File: src/rtl/dish_sum_tree.sv
module dish_sum_tree #(
  parameter int PW = 6,
  parameter int IW = 5
) (
  input  logic              clk,
  input  logic              rst_n,
  input  logic              in_valid,
  input  logic [4*PW-1:0]   pwr_in,
  input  logic [4*IW-1:0]   re_in,
  input  logic [4*IW-1:0]   im_in,
  input  logic [3:0]        pwr_mask,
  input  logic [3:0]        ri_mask,
  output logic              out_valid,
  output logic [PW+1:0]     pwr_sum,
  output logic [IW+1:0]     re_sum,
  output logic [IW+1:0]     im_sum
);
  localparam int ND = 4;
  localparam int NP = ND / 2;

  logic [PW-1:0] p_q [ND];
  logic [IW-1:0] r_q [ND];
  logic [IW-1:0] i_q [ND];
  logic [PW:0]   p_l1 [NP];
  logic [IW:0]   r_l1 [NP];
  logic [IW:0]   i_l1 [NP];
  logic          v_q, v_l1;

  // Capture stage: a cleared mask bit loads zero
  always_ff @(posedge clk or negedge rst_n) begin
    if (!rst_n) begin
      v_q <= 1'b0;
      for (int d = 0; d < ND; d++) begin
        p_q[d] <= '0;
        r_q[d] <= '0;
        i_q[d] <= '0;
      end
    end else begin
      v_q <= in_valid;
      for (int d = 0; d < ND; d++) begin
        p_q[d] <= pwr_mask[d] ? pwr_in[d*PW +: PW] : '0;
        r_q[d] <= ri_mask[d]  ? re_in[d*IW +: IW]  : '0;
        i_q[d] <= ri_mask[d]  ? im_in[d*IW +: IW]  : '0;
      end
    end
  end

  // Level one: pairwise sums, one bit wider
  always_ff @(posedge clk or negedge rst_n) begin
    if (!rst_n) begin
      v_l1 <= 1'b0;
      for (int k = 0; k < NP; k++) begin
        p_l1[k] <= '0;
        r_l1[k] <= '0;
        i_l1[k] <= '0;
      end
    end else begin
      v_l1 <= v_q;
      for (int k = 0; k < NP; k++) begin
        p_l1[k] <= {1'b0, p_q[2*k]} + {1'b0, p_q[2*k+1]};
        r_l1[k] <= {r_q[2*k][IW-1], r_q[2*k]} + {r_q[2*k+1][IW-1], r_q[2*k+1]};
        i_l1[k] <= {i_q[2*k][IW-1], i_q[2*k]} + {i_q[2*k+1][IW-1], i_q[2*k+1]};
      end
    end
  end

  // Level two: final sums
  always_ff @(posedge clk or negedge rst_n) begin
    if (!rst_n) begin
      out_valid <= 1'b0;
      pwr_sum   <= '0;
      re_sum    <= '0;
      im_sum    <= '0;
    end else begin
      out_valid <= v_l1;
      pwr_sum   <= {1'b0, p_l1[0]} + {1'b0, p_l1[1]};
      re_sum    <= {r_l1[0][IW], r_l1[0]} + {r_l1[1][IW], r_l1[1]};
      im_sum    <= {i_l1[0][IW], i_l1[0]} + {i_l1[1][IW], i_l1[1]};
    end
  end

  AST_VALID_HIGH: assert property (@(posedge clk) disable iff (!rst_n) in_valid |-> ##3 out_valid);
  AST_VALID_LOW: assert property (@(posedge clk) disable iff (!rst_n) !in_valid |-> ##3 !out_valid);
  AST_PWR_ALL_MASKED: assert property (@(posedge clk) disable iff (!rst_n) (pwr_mask == 4'h0) |-> ##3 (pwr_sum == '0));
  AST_RI_ALL_MASKED: assert property (@(posedge clk) disable iff (!rst_n) (ri_mask == 4'h0) |-> ##3 (re_sum == '0 && im_sum == '0));
  AST_PWR_KEEP: assert property (@(posedge clk) disable iff (!rst_n) (pwr_mask == 4'hF && pwr_in == '1) |-> ##3 (pwr_sum == 8'd252));
  AST_RESET_CLEAR: assert property (@(posedge clk) !rst_n |=> (!out_valid && pwr_sum == '0));
endmodule

File: config.mk
export PLATFORM = sky130hd
export DESIGN_NAME = dish_sum_tree
export DESIGN_NICKNAME = d
export VERILOG_FILES = /design/src/rtl/dish_sum_tree.sv
export SDC_FILE = /design/constraint.sdc
export NUM_CORES = 1
export LEC_CHECK = 0
export BUFFER_PORTS_ARGS = -buffer_cell sky130_fd_sc_hd__buf_2
export CAP_MARGIN = 20
export CORE_MARGIN = 5
export CORE_UTILIZATION = 55
export CTS_BUF_LIST = sky130_fd_sc_hd__clkbuf_16
export CTS_CLUSTER_DIAMETER = 60
export DETAILED_ROUTE_END_ITERATION = 6
export HOLD_SLACK_MARGIN = 0.15
export PLACE_DENSITY = 0.81
export REMOVE_ABC_BUFFERS = 1
export SLEW_MARGIN = 20
export SYNTH_ARGS = -nofsm -noshare
export SYNTH_HDL_FRONTEND = slang
export SYNTH_SLANG_ARGS = --single-unit
export TNS_END_PERCENT = 1
File: constraint.sdc
create_clock -name clk -period 2.5 [get_ports clk]
set_clock_uncertainty 0.05 [all_clocks]
set_input_delay 0.5 -clock clk [delete_from_list [all_inputs] [get_ports clk]]
set_output_delay 0.5 -clock clk [all_outputs]
set_load 0.01 [all_outputs]
# After elaboration in Yosys (flattened, before gate mapping)
# Cells that the tools add are included.
# totals
in_bits	75
ff_bits	127
output_inout_bits	23
word_cells	45
# op_classes
add_sub_neg	9
mux	12
# ops
op	count
$mux 5	8
$add 6x6->7	4
$add 5x5->6	4
$mux 6	4
$add 7x7->8	1

# Logic depth before layout (Yosys ltp)
# Gate-level depths: netlist of run 1.
# logic_depth
word_depth	1
depth_mapped	7
ltp_nobuf	7

# Least setup slack after synthesis of run 1
# No wires, ideal clock.
# synth_timing
path_type	register -> register
startpoint	register p_l1[0] (netlist bit)
endpoint	register pwr_sum[6]
setup_time_ns	0.126
path_stages_with_launch	8
required_time_ns	2.324
path_slack_ns	0.803
period_less_slack_ns	1.697
path_buffers	0
arrival_time_ns	1.521
cell_sequence	dfrtp_1 -> ha_1 -> inv_1 -> fa_1 -> nor2b_4 -> o31a_4 -> nor4_1 -> a311o_1
# synth_via
elab_chain_len	1
# synth_rtl
element	line	text
start: declaration	24	logic [PW:0] p_l1 [NP];
start signal: indexed assignment	60	p_l1[k] <= {1'b0, p_q[2*k]} + {1'b0, p_q[2*k+1]};
$add 7x7->8	76	pwr_sum <= {1'b0, p_l1[0]} + {1'b0, p_l1[1]};
end signal: assignment	76	
end: declaration	14	output logic [PW+1:0] pwr_sum,
# No other way between the ends.

# Worst setup path after layout of run 1
# layout_timing
startpoint	register i_l1[6] (netlist bit)
endpoint	register im_sum[6]
# layout_via
elab_chain_len	1
# layout_rtl
element	line	text
start: declaration	26	logic [IW:0] i_l1 [NP];
start signal: indexed assignment	62	i_l1[k] <= {i_q[2*k][IW-1], i_q[2*k]} + {i_q[2*k+1][IW-1], i_q[2*k+1]};
$add 6x6->7	78	im_sum <= {i_l1[0][IW], i_l1[0]} + {i_l1[1][IW], i_l1[1]};
end signal: assignment	78	
end: declaration	16	output logic [IW+1:0] im_sum
# No other way between the ends.

==> impl_metrics.yaml, run 1 <==
critical_path:
  r2r_slack_ns: 0.65
  critPathCaptureType: "flop"
  required_ns: 2.72
  rr_worst_depth: 7
  worst_ep_arrival_time_ns: 2.07
  path_cells: "ha_1 > inv_1 > fa_1 > nor2b_1 > o21ai_1 > a21boi_0 > o22ai_1"
  critPathSlowestCell: "fa_1"
  r2r_end: "im_sum[6]$_DFF_PN0_"
  worstReg2RegStart: "i_l1[6]$_DFF_PN0_"
  crit_type: "flop to flop"
  cp.buffers_inverters: 1
  critPathTopFamily: "adder cells"
  crit_path_start_kind: "flop"
  crit_fanout: 3
  slowest_delay_ns: 0.41
hold_path:
  min_from: "im_in[13]"
  hold_path_class: "primary input to flop"
  min_path_cells: 2
  holdPathEnd: "i_q[8]$_DFF_PN0_"
detailed_routing:
  drt-initial-drc-count: 111
  dr.pass1.iters: 4
  wl_um: 9563
  post_drt_wl_per_cell_um: 13.92
  num_vias: 3370
  viasPerCell: 4.905
  drc: 0
  final_antenna_net_count: 0
synth:
  synth_cell_types: 31
  synth_area_leader_cell: "dfrtp_1"
  syn_area_per_cell_um2: 12.95
  synth_cells: 418
  synth_area_leaders: "dfrtp_1 (59%), ha_1 (12%), and2_1 (7.4%), xnor2_1 (3.4%), fa_1 (3.3%)"
  yosysTopAreaCellShare_pct: 58.70
  synth_ff_type: "dfrtp_1"
  synth_commonest_cells: "dfrtp_1 (127), and2_1 (64), ha_1 (51)"
  synth_most_common_cell: "dfrtp_1"
  yosysSeqAreaShare_pct: 58.70
  async_flop_share_pct: 100.0
  synth_seq_cells: 127
  yosys_warnings: 0
  synth_edf_count: 0
  syn-cell-area_um2: 5414
power:
  power_leakage_nw: 3.439
  p_per_area_nw_per_um2: 861.8
  p_sw_share_pct: 24.05
  p_comb_share_pct: 16.0
  p_int_w: 0.004406
  irDropWorstVdd_mv: 0.4623
  seqPwrFrac_pct: 41.6
  p_switching_w: 0.001395
  pwr-share-clk_pct: 42.4
cts:
  path_clk_slew_ns: 0.05
  clk_path_buf_depth: 2
  postCtsSetupBuffers: 0
  root_buffer: "clkbuf_16"
  htreeDepth: 4
  numCtsBuffers: 17
  cts_resized: 0
  tritoncts: "yes"
  clkLatencyLatePin_ns: 0.40
  clkSinkCount: 127
global_routing:
  track_usage_pct: 17.92
  grt_pass1_vias: 3695
  grt_pass1_wl_um: 16000
  grt_max_degree: 59
  antenna_found_initial: 2
  grt_overflow_total: 0
place:
  numPortBuffers: 97
  globalplace.congestion: 0.8126
  place_hpwl_um: 7083
timing:
  worstMarginPinSlew_ns: 0.4316
  fmax_mhz: 539.8
  final-hold-violation-count: 0
  relSlewSlack_pct: 71.22
  fin_crit_ns: 1.853
  rsz0062_at_grt: "false"
  drv_slew: 0
  finalSetupTns_ns: 0
  whs_ns: 0.2550
  setup_violations: 0
  fin_crit_sh_pct: 74.10
die:
  dieHeight_um: 109.2
  start_util_pct: 55.90
  dieWidth_um: 109.2
  row_count: 36
  fp.dieArea_um2: 11930
  io_pins: 98
  core-area_um2: 9684
finish:
  drive_gt1_share_pct: 24.46
  area.growth.synth_to_final_pct: 24.34
  nets: 674
job:
  maxCapViolCount: 0
run_status:
  status: "complete, no violations"
logic make-up (layout without fill, tap and decap cells):
family                     after synthesis  in the layout  share of synthesized area (%)
buffers and inverters                   38            172                          2.635
DFF                                    127            127                          58.70
xor gates and xnor gates                27             27                          4.368
muxes                                    4              4                         0.8319
adders and majority gates               60             60                          15.11
and+or+nand+nor                         91             91                          10.08
other                                    0              2                              0
AOI/OAI and AO/OA                       71             71                          8.274
state kept, by name (all words and copies together), names as in the netlist:
signal	count
v_q	1
out_valid	1
i_q	20
v_l1	1
re_sum	7
r_q	20
im_sum	7
p_l1	14
r_l1	12
p_q	24
pwr_sum	8
i_l1	12
what timing repair did:
item / CTS / global route
hold buffers: 2 / 0
endpoints found under the setup margin: 0 / 0
endpoints found under the hold margin: 31 / 0
worst max-delay path by stage:
stage | end | slack (ns) | start | cells after the start
after global routing | im_sum[6]$_DFF_PN0_ | 0.51 | i_l1[0]$_DFF_PN0_ | 7
after floorplan | pwr_sum[6]$_DFF_PN0_ | 0.80 | p_l1[0]$_DFF_PN0_ | 7
final | im_sum[6]$_DFF_PN0_ | 0.65 | i_l1[6]$_DFF_PN0_ | 7
after global placement | pwr_sum[6]$_DFF_PN0_ | 0.77 | p_l1[0]$_DFF_PN0_ | 7
after CTS | im_sum[6]$_DFF_PN0_ | 0.65 | i_l1[6]$_DFF_PN0_ | 7
after detailed placement | im_sum[6]$_DFF_PN0_ | 0.70 | i_l1[6]$_DFF_PN0_ | 7
cell type report:
| type | count | area, um2 |
|---|---|---|
| multi-input cells | 253 | 2093 |
| repair buffers | 102 | 543.0 |
| well taps | 133 | 166.4 |
| inverters | 38 | 142.6 |
| fillers | 669 | 2953 |
| diodes | 2 | 5.005 |
| clock buffers | 17 | 425.4 |
| clock inverters | 15 | 177.7 |
| flip-flops and latches | 127 | 3178 |
metal layers:
| layer | global-route usage (%) | part of all wire [%] |
|---|---|---|
| met1 | 18.21 | 37 |
| met2 | 32.32 | 56 |
| met3 | 5.861 | 4.7 |
| met4 | 9.706 | 2.4 |
| met5 | 0 | 0 |
per-stage QoR:
stage	instance area [um2]	setup slack (ns)	utilization, %	total power, W	cells
2_1_floorplan	5414	0.8031	-	0.003000	418
6_report	6731	0.6474	69.51	0.005801	687
5_1_grt	6731	0.5079	69.51	0.006089	687
3_3_place_gp	6103	0.7656	63.02	0.003329	651
3_5_place_dp	6103	0.7034	63.02	0.003376	651
4_1_cts	6726	0.6544	69.46	0.005870	685
power groups by stage:
stage	Sequential, W	Combinational (W)	Clock [W]
floorplan	0.00251	0.000493	0
global placement	0.00244	0.000888	0
detailed placement	0.00245	0.000928	0
CTS	0.00242	0.000944	0.00251
global route	0.00244	0.00104	0.00261
finish	0.00241	0.000929	0.00246
cell usage in the layout (no fill, tap or decap), types with 2 or more instances in the layout:
| master | Yosys | layout |
|---|---|---|
| o21bai_1 | 2 | 2 |
| bufinv_16 | 0 | 4 |
| nor2_1 | 7 | 7 |
| a21oi_1 | 24 | 24 |
| a21boi_0 | 2 | 2 |
| clkinvlp_4 | 0 | 2 |
| ha_1 | 51 | 51 |
| a211oi_1 | 7 | 7 |
| clkinv_2 | 0 | 3 |
| nand2b_1 | 2 | 2 |
| xnor2_1 | 21 | 21 |
| dlygate4sd3_1 | 0 | 2 |
| buf_2 | 0 | 96 |
| nand2_1 | 7 | 7 |
| o31a_1 | 2 | 2 |
| dfrtp_1 | 127 | 127 |
| o21ai_0 | 10 | 10 |
| buf_4 | 0 | 3 |
| o22ai_1 | 2 | 2 |
| diode_2 | 0 | 2 |
| fa_1 | 9 | 9 |
| o21a_1 | 3 | 3 |
| inv_1 | 38 | 40 |
| nand3b_1 | 2 | 2 |
| xor2_1 | 6 | 6 |
| and2_1 | 64 | 64 |
| nor2b_1 | 6 | 6 |
| mux2_2 | 4 | 4 |
| clkbuf_16 | 0 | 17 |
| clkinv_1 | 0 | 3 |
| a21o_1 | 6 | 6 |
| o21ai_1 | 8 | 8 |
No activity file was read; power rests on OpenSTA's default activity.
==> run 2, diff against run 1 <==
--- a/config.mk
+++ b/config.mk
@@ -5,6 +5,7 @@
 export SDC_FILE = /design/constraint.sdc
 export NUM_CORES = 1
 export LEC_CHECK = 0
+export ABC_AREA = 1
 export BUFFER_PORTS_ARGS = -buffer_cell sky130_fd_sc_hd__buf_2
 export CAP_MARGIN = 20
 export CORE_MARGIN = 5
==> constraint.sdc (replaced) <==
create_clock -name clk -period 1.9 [get_ports clk]
set_clock_uncertainty 0.05 [all_clocks]
set_input_delay 0.38 -clock clk [delete_from_list [all_inputs] [get_ports clk]]
set_output_delay 0.38 -clock clk [all_outputs]
set_load 0.01 [all_outputs]
==> run 2 against run 1 <==
  * Synthesized area grew 3.1%
  * Utilization grew 6.5 points
  * Synthesized cell count grew 31%
  * Die area grew 2.8%
  * Critical path type unchanged
  * Largest cell class unchanged
==> impl_metrics.yaml, run 2 <==
run_status:
  status: "complete, no violations"
global_routing:
  grt_max_degree: 48
  track_usage_pct: 21.77
  grt_overflow_total: 0
  grt_pass1_vias: 4707
  antenna_found_initial: 1
  grt_pass1_wl_um: 21040
synth:
  yosysTopAreaCellShare_pct: 56.93
  synth_cell_types: 18
  yosys_warnings: 0
  syn_area_per_cell_um2: 10.21
  synth_cells: 547
  synth_area_leader_cell: "dfrtp_1"
  synth_most_common_cell: "nand2_1"
  syn-cell-area_um2: 5583
  yosysSeqAreaShare_pct: 56.93
  async_flop_share_pct: 100.0
  synth_edf_count: 0
  synth_ff_type: "dfrtp_1"
  synth_area_leaders: "dfrtp_1 (57%), ha_1 (11%), nand2_1 (10%), inv_1 (7.7%), fa_1 (3.2%)"
  synth_commonest_cells: "nand2_1 (151), dfrtp_1 (127), inv_1 (114)"
  synth_seq_cells: 127
critical_path:
  crit_fanout: 2
  critPathCaptureType: "flop"
  crit_path_start_kind: "flop"
  worstReg2RegStart: "i_l1[6]$_DFF_PN0_"
  required_ns: 2.15
  critPathCapture: "im_sum[6]$_DFF_PN0_"
  crit_type: "flop to flop"
  cp-startpoint: "i_l1[6]$_DFF_PN0_"
  rr_worst_depth: 8
  r2r_end: "im_sum[6]$_DFF_PN0_"
  r2r_slack_ns: 0.32
  worst_ep_arrival_time_ns: 1.82
cts:
  htreeDepth: 4
  postCtsSetupBuffers: 0
  clkLatencyLatePin_ns: 0.41
  clkSinkCount: 127
  tritoncts: "yes"
  numCtsBuffers: 17
  root_buffer: "clkbuf_16"
  clk_path_buf_depth: 2
  path_clk_slew_ns: 0.05
die:
  fp.dieArea_um2: 12270
  row_count: 36
  core-area_um2: 9819
  dieHeight_um: 110.8
  dieWidth_um: 110.8
  io_pins: 98
  start_util_pct: 56.86
timing:
  fmax_mhz: 633.6
  fin_crit_sh_pct: 83.07
  relSlewSlack_pct: 77.98
  rsz0062_at_grt: "false"
  setup_violations: 0
  finalSetupTns_ns: 0
  final-hold-violation-count: 0
  worstMarginPinSlew_ns: 0.3303
  drv_slew: 0
  fin_crit_ns: 1.578
power:
  p_comb_share_pct: 18.4
  p_sw_share_pct: 26.69
  p_per_area_nw_per_um2: 1018
  p_switching_w: 0.002027
  seqPwrFrac_pct: 41.9
  pwr-share-clk_pct: 39.8
  p_int_w: 0.005566
  irDropWorstVdd_mv: 0.6113
  total_power_w: 0.007593
  power_leakage_nw: 4.422
detailed_routing:
  drc: 0
  drt-initial-drc-count: 212
  post_drt_wl_per_cell_um: 14.50
  dr.pass1.iters: 4
  wl_um: 12660
  viasPerCell: 4.830
  final_antenna_net_count: 0
  num_vias: 4217
place:
  placed_area_um2: 6265
  place_hpwl_um: 7444
  dp.cells: 776
  globalplace.congestion: 0.8231
  numPortBuffers: 97
finish:
  area.growth.synth_to_final_pct: 33.66
  top_register: "p_q"
  layout_common_cells: "nand2_1 (151), dfrtp_1 (127), inv_1 (115)"
  final_cells: 873
  drive_gt1_share_pct: 17.86
  nets: 861
  layout_commonest_cell: "nand2_1"
  largest_reg_flops: 24
  nFillCells: 588
  design_area_um2: 7462
  top_regs: "p_q (24), i_q (20), r_q (20)"
job:
  maxCapViolCount: 0
hold_path:
  min_path_cells: 3
  min_from: "im_in[11]"
  hold_path_class: "primary input to flop"
==> run 2: cell types whose count changed after synthesis, sizes merged, moves of 6 or more <==
cell,previous run,this run
a211oi,7,0
a21o,6,0
and2,64,0
inv,38,114
nand2,7,152
nand3,0,20
nor2b,7,0
nor3,0,6
o21ai,18,0
xnor2,21,12
xor2,6,15
==> run 2: power groups by stage <==
stage / Clock, W / Combinational, W / Sequential [W]
2_1_floorplan: 0 / 0.000664 / 0.00330
3_3_place_gp: 0 / 0.00119 / 0.00321
3_5_place_dp: 0 / 0.00125 / 0.00322
4_1_cts: 0.00303 / 0.00137 / 0.00318
5_1_grt: 0.00319 / 0.00157 / 0.00321
6_report: 0.00302 / 0.00140 / 0.00318
==> run 2: how the worst min path moves through the flow <==
stage,end,slack (ns)
floorplan,i_l1[0]$_DFF_PN0_,0.03
global placement,p_q[0]$_DFF_PN0_,0.25
detailed placement,p_q[6]$_DFF_PN0_,0.25
CTS,p_q[3]$_DFF_PN0_,0.15
global route,i_q[6]$_DFF_PN0_,0.16
finish,i_q[6]$_DFF_PN0_,0.16
==> run 2: cell families after synthesis <==
logic type	share of synthesized area, %
AO/OA/AOI/OAI	1.883
XOR/XNOR	4.236
adder cells (fa/ha/maj)	14.66
buffers and inverters	8.090
flip-flops	56.93
AND/OR/NAND/NOR	14.21
==> run 2: routing by layer <==
metal | vias up | track usage (%) | part of all wire (%)
met1 | 2030 | 20.90 | 35
met2 | 135 | 41.75 | 56
met4 | 0 | 10.43 | 3.6
met5 | - | 0 | 0
li1 | 2009 | - | -
met3 | 43 | 6.496 | 5.2
==> run 2: layout make-up <==
cell class | count | area (um2) | share of cell area, %
Antenna cell | 1 | 2.502 | 0.03353
Clock buffer | 17 | 425.4 | 5.701
Clock inverter | 15 | 128.9 | 1.727
Inverter | 115 | 431.7 | 5.785
Multi-Input combinational cell | 301 | 1953 | 26.17
Sequential cell | 127 | 3178 | 42.59
Tap cell | 133 | 166.4 | 2.230
Timing Repair Buffer | 164 | 1176 | 15.76
==> run 2: worst max-delay path: stages, from the launching register on <==
cell      delay (ns)
dfrtp_1         0.33
ha_1            0.15
inv_1           0.05
fa_1            0.40
nand3b_1        0.19
nand2_1         0.13
nand2_1         0.06
nand2_1         0.06
nand2_1         0.05
==> run 2: repair_timing <==
item	in CTS	in global routing
hold buffers	64	0
resized for setup	0	0
hold endpoints to repair	84	0
==> run 2: metrics by stage <==
stage / setup WS, ns / utilization, % / hold WS [ns]
3_5_place_dp: 0.3533 / 63.80 / 0.2512
3_3_place_gp: 0.4258 / 63.80 / 0.2504
5_1_grt: 0.2172 / 75.99 / 0.1629
6_report: 0.3218 / 75.99 / 0.1617
4_1_cts: 0.3506 / 75.97 / 0.1525
2_1_floorplan: 0.4730 / - / 0.03441
